[src/rtl/nco_pkg.sv]
package nco_pkg;

  typedef enum logic [1:0] {
    QUAD_0   = 2'd0,
    QUAD_90  = 2'd1,
    QUAD_180 = 2'd2,
    QUAD_270 = 2'd3
  } quad_e;

  // atan(2^-idx) expressed with 2^circ_w units per full turn
  function automatic longint atan_units(input int idx, input int circ_w);
    longint base;
    case (idx)
      0:  base = 131072;
      1:  base = 77376;
      2:  base = 40883;
      3:  base = 20753;
      4:  base = 10417;
      5:  base = 5213;
      6:  base = 2607;
      7:  base = 1304;
      8:  base = 652;
      9:  base = 326;
      10: base = 163;
      11: base = 81;
      12: base = 41;
      13: base = 20;
      14: base = 10;
      15: base = 5;
      default: base = longint'(166886) >>> idx;
    endcase
    if (circ_w >= 20) return base <<< (circ_w - 20);
    else              return base >>> (20 - circ_w);
  endfunction

endpackage

[src/rtl/nco_phase_acc.sv]
module nco_phase_acc #(
  parameter int ACC_W = 32,
  parameter int ANG_W = 16
) (
  input  logic             clk_i,
  input  logic             rst_ni,
  input  logic             valid_i,
  input  logic [ACC_W-1:0] freq_i,
  input  logic [ANG_W-1:0] phase_i,
  output logic             v_o,
  output logic [ANG_W-1:0] ang_o,
  output logic             wrap_o
);

  logic [ACC_W-1:0] acc_q;
  logic [ACC_W:0]   sum;

  assign sum = {1'b0, acc_q} + {1'b0, freq_i};

  always_ff @(posedge clk_i or negedge rst_ni) begin
    if (!rst_ni) begin
      acc_q  <= '0;
      v_o    <= 1'b0;
      ang_o  <= '0;
      wrap_o <= 1'b0;
    end else begin
      v_o    <= valid_i;
      wrap_o <= valid_i & sum[ACC_W];
      if (valid_i) begin
        acc_q <= sum[ACC_W-1:0];
        ang_o <= sum[ACC_W-1 -: ANG_W] + phase_i;
      end
    end
  end

endmodule

[src/rtl/nco_cordic_stage.sv]
module nco_cordic_stage #(
  parameter int DW  = 20,
  parameter int ZW  = 20,
  parameter int IDX = 0,
  parameter logic signed [ZW-1:0] ATAN = '0
) (
  input  logic                 clk_i,
  input  logic                 rst_ni,
  input  logic                 v_i,
  input  logic [1:0]           q_i,
  input  logic signed [DW-1:0] x_i,
  input  logic signed [DW-1:0] y_i,
  input  logic signed [ZW-1:0] z_i,
  output logic                 v_o,
  output logic [1:0]           q_o,
  output logic signed [DW-1:0] x_o,
  output logic signed [DW-1:0] y_o,
  output logic signed [ZW-1:0] z_o
);

  logic signed [DW-1:0] xs, ys;
  logic                 neg;

  assign xs  = x_i >>> IDX;
  assign ys  = y_i >>> IDX;
  assign neg = z_i[ZW-1];

  always_ff @(posedge clk_i or negedge rst_ni) begin
    if (!rst_ni) begin
      v_o <= 1'b0;
      q_o <= '0;
      x_o <= '0;
      y_o <= '0;
      z_o <= '0;
    end else begin
      v_o <= v_i;
      if (v_i) begin
        q_o <= q_i;
        if (neg) begin
          x_o <= x_i + ys;
          y_o <= y_i - xs;
          z_o <= z_i + ATAN;
        end else begin
          x_o <= x_i - ys;
          y_o <= y_i + xs;
          z_o <= z_i - ATAN;
        end
      end
    end
  end

endmodule

[src/rtl/nco_quad_fold.sv]
module nco_quad_fold #(
  parameter int DW    = 20,
  parameter int OUT_W = 16,
  parameter int GUARD = 4
) (
  input  logic                    clk_i,
  input  logic                    rst_ni,
  input  logic                    v_i,
  input  logic [1:0]              q_i,
  input  logic signed [DW-1:0]    x_i,
  input  logic signed [DW-1:0]    y_i,
  output logic                    v_o,
  output logic signed [OUT_W-1:0] cos_o,
  output logic signed [OUT_W-1:0] sin_o
);

  import nco_pkg::*;

  localparam logic signed [DW-1:0] RND = DW'(1 << (GUARD - 1));

  logic signed [OUT_W-1:0] xr, yr, c_d, s_d;
  quad_e                   quad;

  assign xr   = OUT_W'((x_i + RND) >>> GUARD);
  assign yr   = OUT_W'((y_i + RND) >>> GUARD);
  assign quad = quad_e'(q_i);

  always_comb begin
    unique case (quad)
      QUAD_0:   begin c_d = xr;  s_d = yr;  end
      QUAD_90:  begin c_d = -yr; s_d = xr;  end
      QUAD_180: begin c_d = -xr; s_d = -yr; end
      default:  begin c_d = yr;  s_d = -xr; end
    endcase
  end

  always_ff @(posedge clk_i or negedge rst_ni) begin
    if (!rst_ni) begin
      v_o   <= 1'b0;
      cos_o <= '0;
      sin_o <= '0;
    end else begin
      v_o <= v_i;
      if (v_i) begin
        cos_o <= c_d;
        sin_o <= s_d;
      end
    end
  end

endmodule

[src/rtl/nco_cordic_gen.sv]
module nco_cordic_gen #(
  parameter int ACC_W    = 32,
  parameter int ANG_W    = 16,
  parameter int GUARD    = 4,
  parameter int OUT_W    = 16,
  parameter int N_STAGES = 16,
  parameter int AMP      = 32000
) (
  input  logic                    clk_i,
  input  logic                    rst_ni,
  input  logic                    valid_i,
  input  logic [ACC_W-1:0]        freq_i,
  input  logic [ANG_W-1:0]        phase_i,
  output logic                    valid_o,
  output logic signed [OUT_W-1:0] cos_o,
  output logic signed [OUT_W-1:0] sin_o,
  output logic                    wrap_o
);

  localparam int DW     = OUT_W + GUARD;
  localparam int ZW     = ANG_W + GUARD;
  localparam int RES_W  = ANG_W - 2;
  localparam longint X0_L = (longint'(AMP) * (longint'(1) << GUARD) * 10000) / 16468;
  localparam logic signed [DW-1:0] X0 = DW'(X0_L);

  logic             a_v;
  logic [ANG_W-1:0] a_ang;

  nco_phase_acc #(.ACC_W(ACC_W), .ANG_W(ANG_W)) u_acc (
    .clk_i  (clk_i),
    .rst_ni (rst_ni),
    .valid_i(valid_i),
    .freq_i (freq_i),
    .phase_i(phase_i),
    .v_o    (a_v),
    .ang_o  (a_ang),
    .wrap_o (wrap_o)
  );

  logic                 st_v [N_STAGES+1];
  logic [1:0]           st_q [N_STAGES+1];
  logic signed [DW-1:0] st_x [N_STAGES+1];
  logic signed [DW-1:0] st_y [N_STAGES+1];
  logic signed [ZW-1:0] st_z [N_STAGES+1];

  assign st_v[0] = a_v;
  assign st_q[0] = a_ang[ANG_W-1 -: 2];
  assign st_x[0] = X0;
  assign st_y[0] = '0;
  assign st_z[0] = ZW'({a_ang[RES_W-1:0], {GUARD{1'b0}}});

  for (genvar i = 0; i < N_STAGES; i++) begin : g_stage
    localparam logic signed [ZW-1:0] AT = ZW'(nco_pkg::atan_units(i, ZW));
    nco_cordic_stage #(.DW(DW), .ZW(ZW), .IDX(i), .ATAN(AT)) u_stage (
      .clk_i (clk_i),
      .rst_ni(rst_ni),
      .v_i   (st_v[i]),
      .q_i   (st_q[i]),
      .x_i   (st_x[i]),
      .y_i   (st_y[i]),
      .z_i   (st_z[i]),
      .v_o   (st_v[i+1]),
      .q_o   (st_q[i+1]),
      .x_o   (st_x[i+1]),
      .y_o   (st_y[i+1]),
      .z_o   (st_z[i+1])
    );
  end

  // residual angle after the last stage; observed by the checker only
  logic signed [ZW-1:0] resid_z;
  assign resid_z = st_z[N_STAGES];

  nco_quad_fold #(.DW(DW), .OUT_W(OUT_W), .GUARD(GUARD)) u_fold (
    .clk_i (clk_i),
    .rst_ni(rst_ni),
    .v_i   (st_v[N_STAGES]),
    .q_i   (st_q[N_STAGES]),
    .x_i   (st_x[N_STAGES]),
    .y_i   (st_y[N_STAGES]),
    .v_o   (valid_o),
    .cos_o (cos_o),
    .sin_o (sin_o)
  );

endmodule

[config.mk]
export PLATFORM = sky130hd
export DESIGN_NAME = nco_cordic_gen
export DESIGN_NICKNAME = d
export VERILOG_FILES = /design/src/rtl/nco_pkg.sv /design/src/rtl/nco_phase_acc.sv /design/src/rtl/nco_cordic_stage.sv /design/src/rtl/nco_quad_fold.sv /design/src/rtl/nco_cordic_gen.sv
export SDC_FILE = /design/constraint.sdc
export NUM_CORES = 2
export LEC_CHECK = 0
export BUFFER_PORTS_ARGS = -buffer_cell sky130_fd_sc_hd__buf_2
export CAP_MARGIN = 10
export CORE_UTILIZATION = 37
export CTS_BUF_LIST = sky130_fd_sc_hd__clkbuf_16
export CTS_CLUSTER_SIZE = 12
export DETAILED_ROUTE_END_ITERATION = 8
export GPL_TIMING_DRIVEN = 1
export PLACE_DENSITY = 0.56
export SLEW_MARGIN = 5
export SYNTH_ARGS = -nofsm -noshare
export SYNTH_HDL_FRONTEND = slang
export SYNTH_SLANG_ARGS = --single-unit
[constraint.sdc]
create_clock -name clk_i -period 6 [get_ports clk_i]
set_input_delay 0.6 -clock clk_i [delete_from_list [all_inputs] [get_ports clk_i]]
set_output_delay 0.6 -clock clk_i [all_outputs]
set_load 0.005 [all_outputs]
==> flow_metrics.py <==
metrics = {
    "timing": {
        "slew_viol_final": 0,
        "post-route-period-util": 0.823,
        "finalClockSkew_ns": 0.0465,
        "max_freq_mhz": 203,
        "grt_setup_unrepaired": "false",
        "relSlewSlack": 0.315,
        "hold_viol_final": 0,
        "setup_tns_ns": 0,
        "post-route-worst-setup-slack_ns": 1.07,
        "setup_viol_count_final": 0,
        "worstMarginPinSlew_ns": 1.01,
        "period_needed_ns": 4.94,
    },
    "die": {
        "core_area_um2": 212000,
        "dieHeight_um": 464,
        "start_util": 0.373,
        "io_pins": 85,
        "dieArea_um2": 215000,
        "fp.dieW_um": 464,
        "std_cell_rows": 169,
    },
    "global_route": {
        "antenna_found_initial": 7,
        "grt_pass1_wl_um": 335000,
        "grt_overflow": 0,
        "grt_max_degree": 159,
        "grt.total_usage": 0.188,
        "grt_pass1_vias": 62091,
    },
    "clocking": {
        "ctsHoldBuffers": 1,
        "cts_root_buf": "clkbuf_16",
        "clock_latency_ns": 0.76,
        "cts_tree": "done",
        "clk_pin_slew_ns": 0.06,
        "postCtsSetupRepairBufs": 0,
        "cts-buffers-inserted": 113,
        "cts_resized": 0,
        "clock-sinks": 956,
        "h-tree-depth": 3,
        "cts_buffer_depth": 3,
    },
    "synth": {
        "synth_area_um2": 79000,
        "yosysSeqAreaShare": 0.303,
        "yosysTopAreaCellShare": 0.303,
        "synth-seq-cells": 956,
        "synth.most_common_cell": "dfrtp_1",
        "synthTopCellsByArea": "dfrtp_1 30%, ha_1 14%, mux2_2 8.0%",
        "synth_cell_type_count": 91,
        "syn_area_per_cell_um2": 9.10,
        "synthFlopType": "dfrtp_1",
        "yosysWarnings": 0,
        "synthArstFlopShare": 1.00,
        "netlist_instances": 8689,
        "synth_edf_count": 0,
        "synth.cells.most_frequent": "956 x dfrtp_1, 860 x ha_1, 754 x a21oi_1",
        "syn-num-nets": 9640,
        "yosys.area.top_type": "dfrtp_1",
    },
    "setup_path": {
        "cp_cell_sequence": "ha_1 > inv_1 > fa_1 > nor2b_1 > o31a_1 > o311a_1 > a31oi_1 > buf_4 > o211ai_1 > nand2_1 > xnor2_1 > ha_1 > o21a_1 > o21ai_0 > a21oi_1 > a31oi_1 > nor2b_1 > o21a_1 > o41a_1 > xor3_1 > mux2_2",
        "crit_required_ns": 6.63,
        "slowest_stage": "fa_1",
        "crit_path_max_fanout": 6,
        "path_class": "reg -> reg",
        "startpoint_type": "flop",
        "arrival_ns": 5.57,
        "end_kind": "flop",
        "critPathMaxStageDelay_ns": 0.41,
        "cp_top_family": "compound AO/OA/AOI/OAI gates",
        "crit_buf_inv": 2,
    },
    "run": {
        "maxCapViolations": 0,
    },
    "routing": {
        "first_iter_violations": 3804,
        "route.met3.wl_um": 6640,
        "vias": 63573,
        "ant_nets": 0,
        "drc": 6,
        "via_per_inst": 5.48,
        "wirelength_um": 206000,
        "drt-pass1-iter-count": 8,
        "highest_layer": "met4",
        "wire_per_inst_um": 17.7,
        "met2WireLength_um": 97400,
        "wl_met1_um": 95900,
    },
    "run_status": {
        "status": "finished with violations",
        "violations": "design-rule violations",
    },
    "min_path": {
        "hp-class": "in -> reg",
    },
    "placed_design": {
        "gp_congestion": 0.877,
        "placed_area_um2": 82500,
        "place_ws_ns": 0.754,
        "port_buffers": 84,
        "hpwl_um": 159000,
    },
    "final_layout": {
        "fin_util": 0.407,
        "syn2layout_area_growth_pct": 9.19,
        "nFillCells": 20954,
        "drive_above_1_share": 0.111,
        "design_area_um2": 86300,
        "final_nets": 9641,
    },
}
## layout make-up
| cell class | instances | area, µm² | area share |
|---|---|---|---|
| Timing Repair Buffer | 140 | 928 | 0.0108 |
| Antenna cell | 3 | 7.51 | 0.0000870 |
| Sequential cell | 956 | 23900 | 0.277 |
| Clock inverter | 96 | 840 | 0.00973 |
| Clock buffer | 116 | 2900 | 0.0336 |
| Multi-Input combinational cell | 7103 | 52700 | 0.611 |
| Tap cell | 2821 | 3530 | 0.0409 |
| Inverter | 376 | 1410 | 0.0164 |
## worst paths after layout
check                                         endpoint        startpoint  depth (start not counted)  slack (ns)
setup / recovery                       u_acc.ang_o[15]    u_acc.acc_q[0]                         21        1.07
hold / removal                          u_acc.acc_q[0]         freq_i[0]                          3        0.23
setup reg to reg                       u_acc.ang_o[15]    u_acc.acc_q[0]                         21        1.07
max in group asynchronous   g_stage[4].u_stage.x_o[11]            rst_ni                          3        3.98
min in group asynchronous  g_stage[13].u_stage.z_o[10]            rst_ni                          2        0.53
hold reg to reg                       u_fold.sin_o[13]  u_fold.sin_o[13]                          1        0.47
## cells by family (layout without fill, tap and decap cells)
| family | count (synthesis) | in the layout | share of synthesized area |
|---|---|---|---|
| AOI/OAI and AO/OA | 2408 | 2408 | 0.194 |
| and+or+nand+nor | 2262 | 2262 | 0.136 |
| DFF | 956 | 956 | 0.303 |
| adders and majority gates | 900 | 900 | 0.146 |
| xor gates and xnor gates | 879 | 879 | 0.0976 |
| muxes | 654 | 654 | 0.0936 |
| buffers and inverters | 630 | 728 | 0.0300 |
| other | 0 | 3 | 0 |
## sequential cells by signal, indices dropped and copies added (netlist names)
signal	flops
g_stage.u_stage.x_o	277
g_stage.u_stage.z_o	268
u_fold.sin_o	16
u_acc.wrap_o	1
g_stage.u_stage.q_o	32
u_fold.v_o	1
u_fold.cos_o	16
g_stage.u_stage.y_o	280
u_acc.acc_q	32
g_stage.u_stage.v_o	16
u_acc.v_o	1
u_acc.ang_o	16
## through the flow
stage	std cells	hold WS, ns
global route	11611	0.211
detailed placement	11395	0.460
global placement	11395	0.450
CTS	11608	0.158
floorplan	8689	0.304
finish	11611	0.227
## metal layers
layer / up-vias / track usage
met1: 30608 / 0.251
met5: - / 0
met4: 0 / 0.0523
met2: 1037 / 0.322
met3: 275 / 0.0190
li1: 31653 / -
## worst reg2reg max path: stages, from the launching register on
cell and delay, ns:
dfrtp_1 0.35, ha_1 0.20, inv_1 0.07, fa_1 0.41
nor2b_1 0.17, o31a_1 0.23, o311a_1 0.21, a31oi_1 0.10
buf_4 0.17, o211ai_1 0.30, nand2_1 0.16, xnor2_1 0.25
ha_1 0.33, o21a_1 0.19, o21ai_0 0.22, a21oi_1 0.11
a31oi_1 0.28, nor2b_1 0.09, o21a_1 0.20, o41a_1 0.33
xor3_1 0.20, mux2_2 0.27
## placed cells by master, fill, tap and decap left out, types with 29 or more instances in the layout
cell / netlist / layout
a211o_1: 40 / 40
a211oi_1: 116 / 116
a21boi_0: 42 / 42
a21o_1: 282 / 282
a21oi_1: 754 / 754
a31o_2: 29 / 29
a31oi_1: 95 / 95
and2_1: 43 / 43
and3_1: 86 / 86
buf_2: 5 / 83
buf_4: 0 / 49
clkbuf_16: 0 / 116
clkinv_1: 8 / 34
dfrtp_1: 956 / 942
fa_1: 40 / 40
ha_1: 860 / 860
inv_1: 367 / 386
mux2_2: 559 / 559
mux2i_1: 83 / 83
nand2_1: 508 / 508
nand2b_1: 88 / 88
nand3_1: 126 / 126
nand3b_1: 38 / 38
nand4_1: 47 / 47
nor2_1: 751 / 751
nor2b_1: 88 / 88
nor3_1: 252 / 252
o211ai_1: 61 / 61
o21a_1: 142 / 142
o21ai_0: 476 / 476
o21bai_1: 77 / 77
o31ai_1: 84 / 84
or3_1: 93 / 93
xnor2_1: 618 / 618
xor2_1: 260 / 260
Power is not shown: default switching activity piles up to over one toggle a cycle in this logic, so the estimate is an artifact.
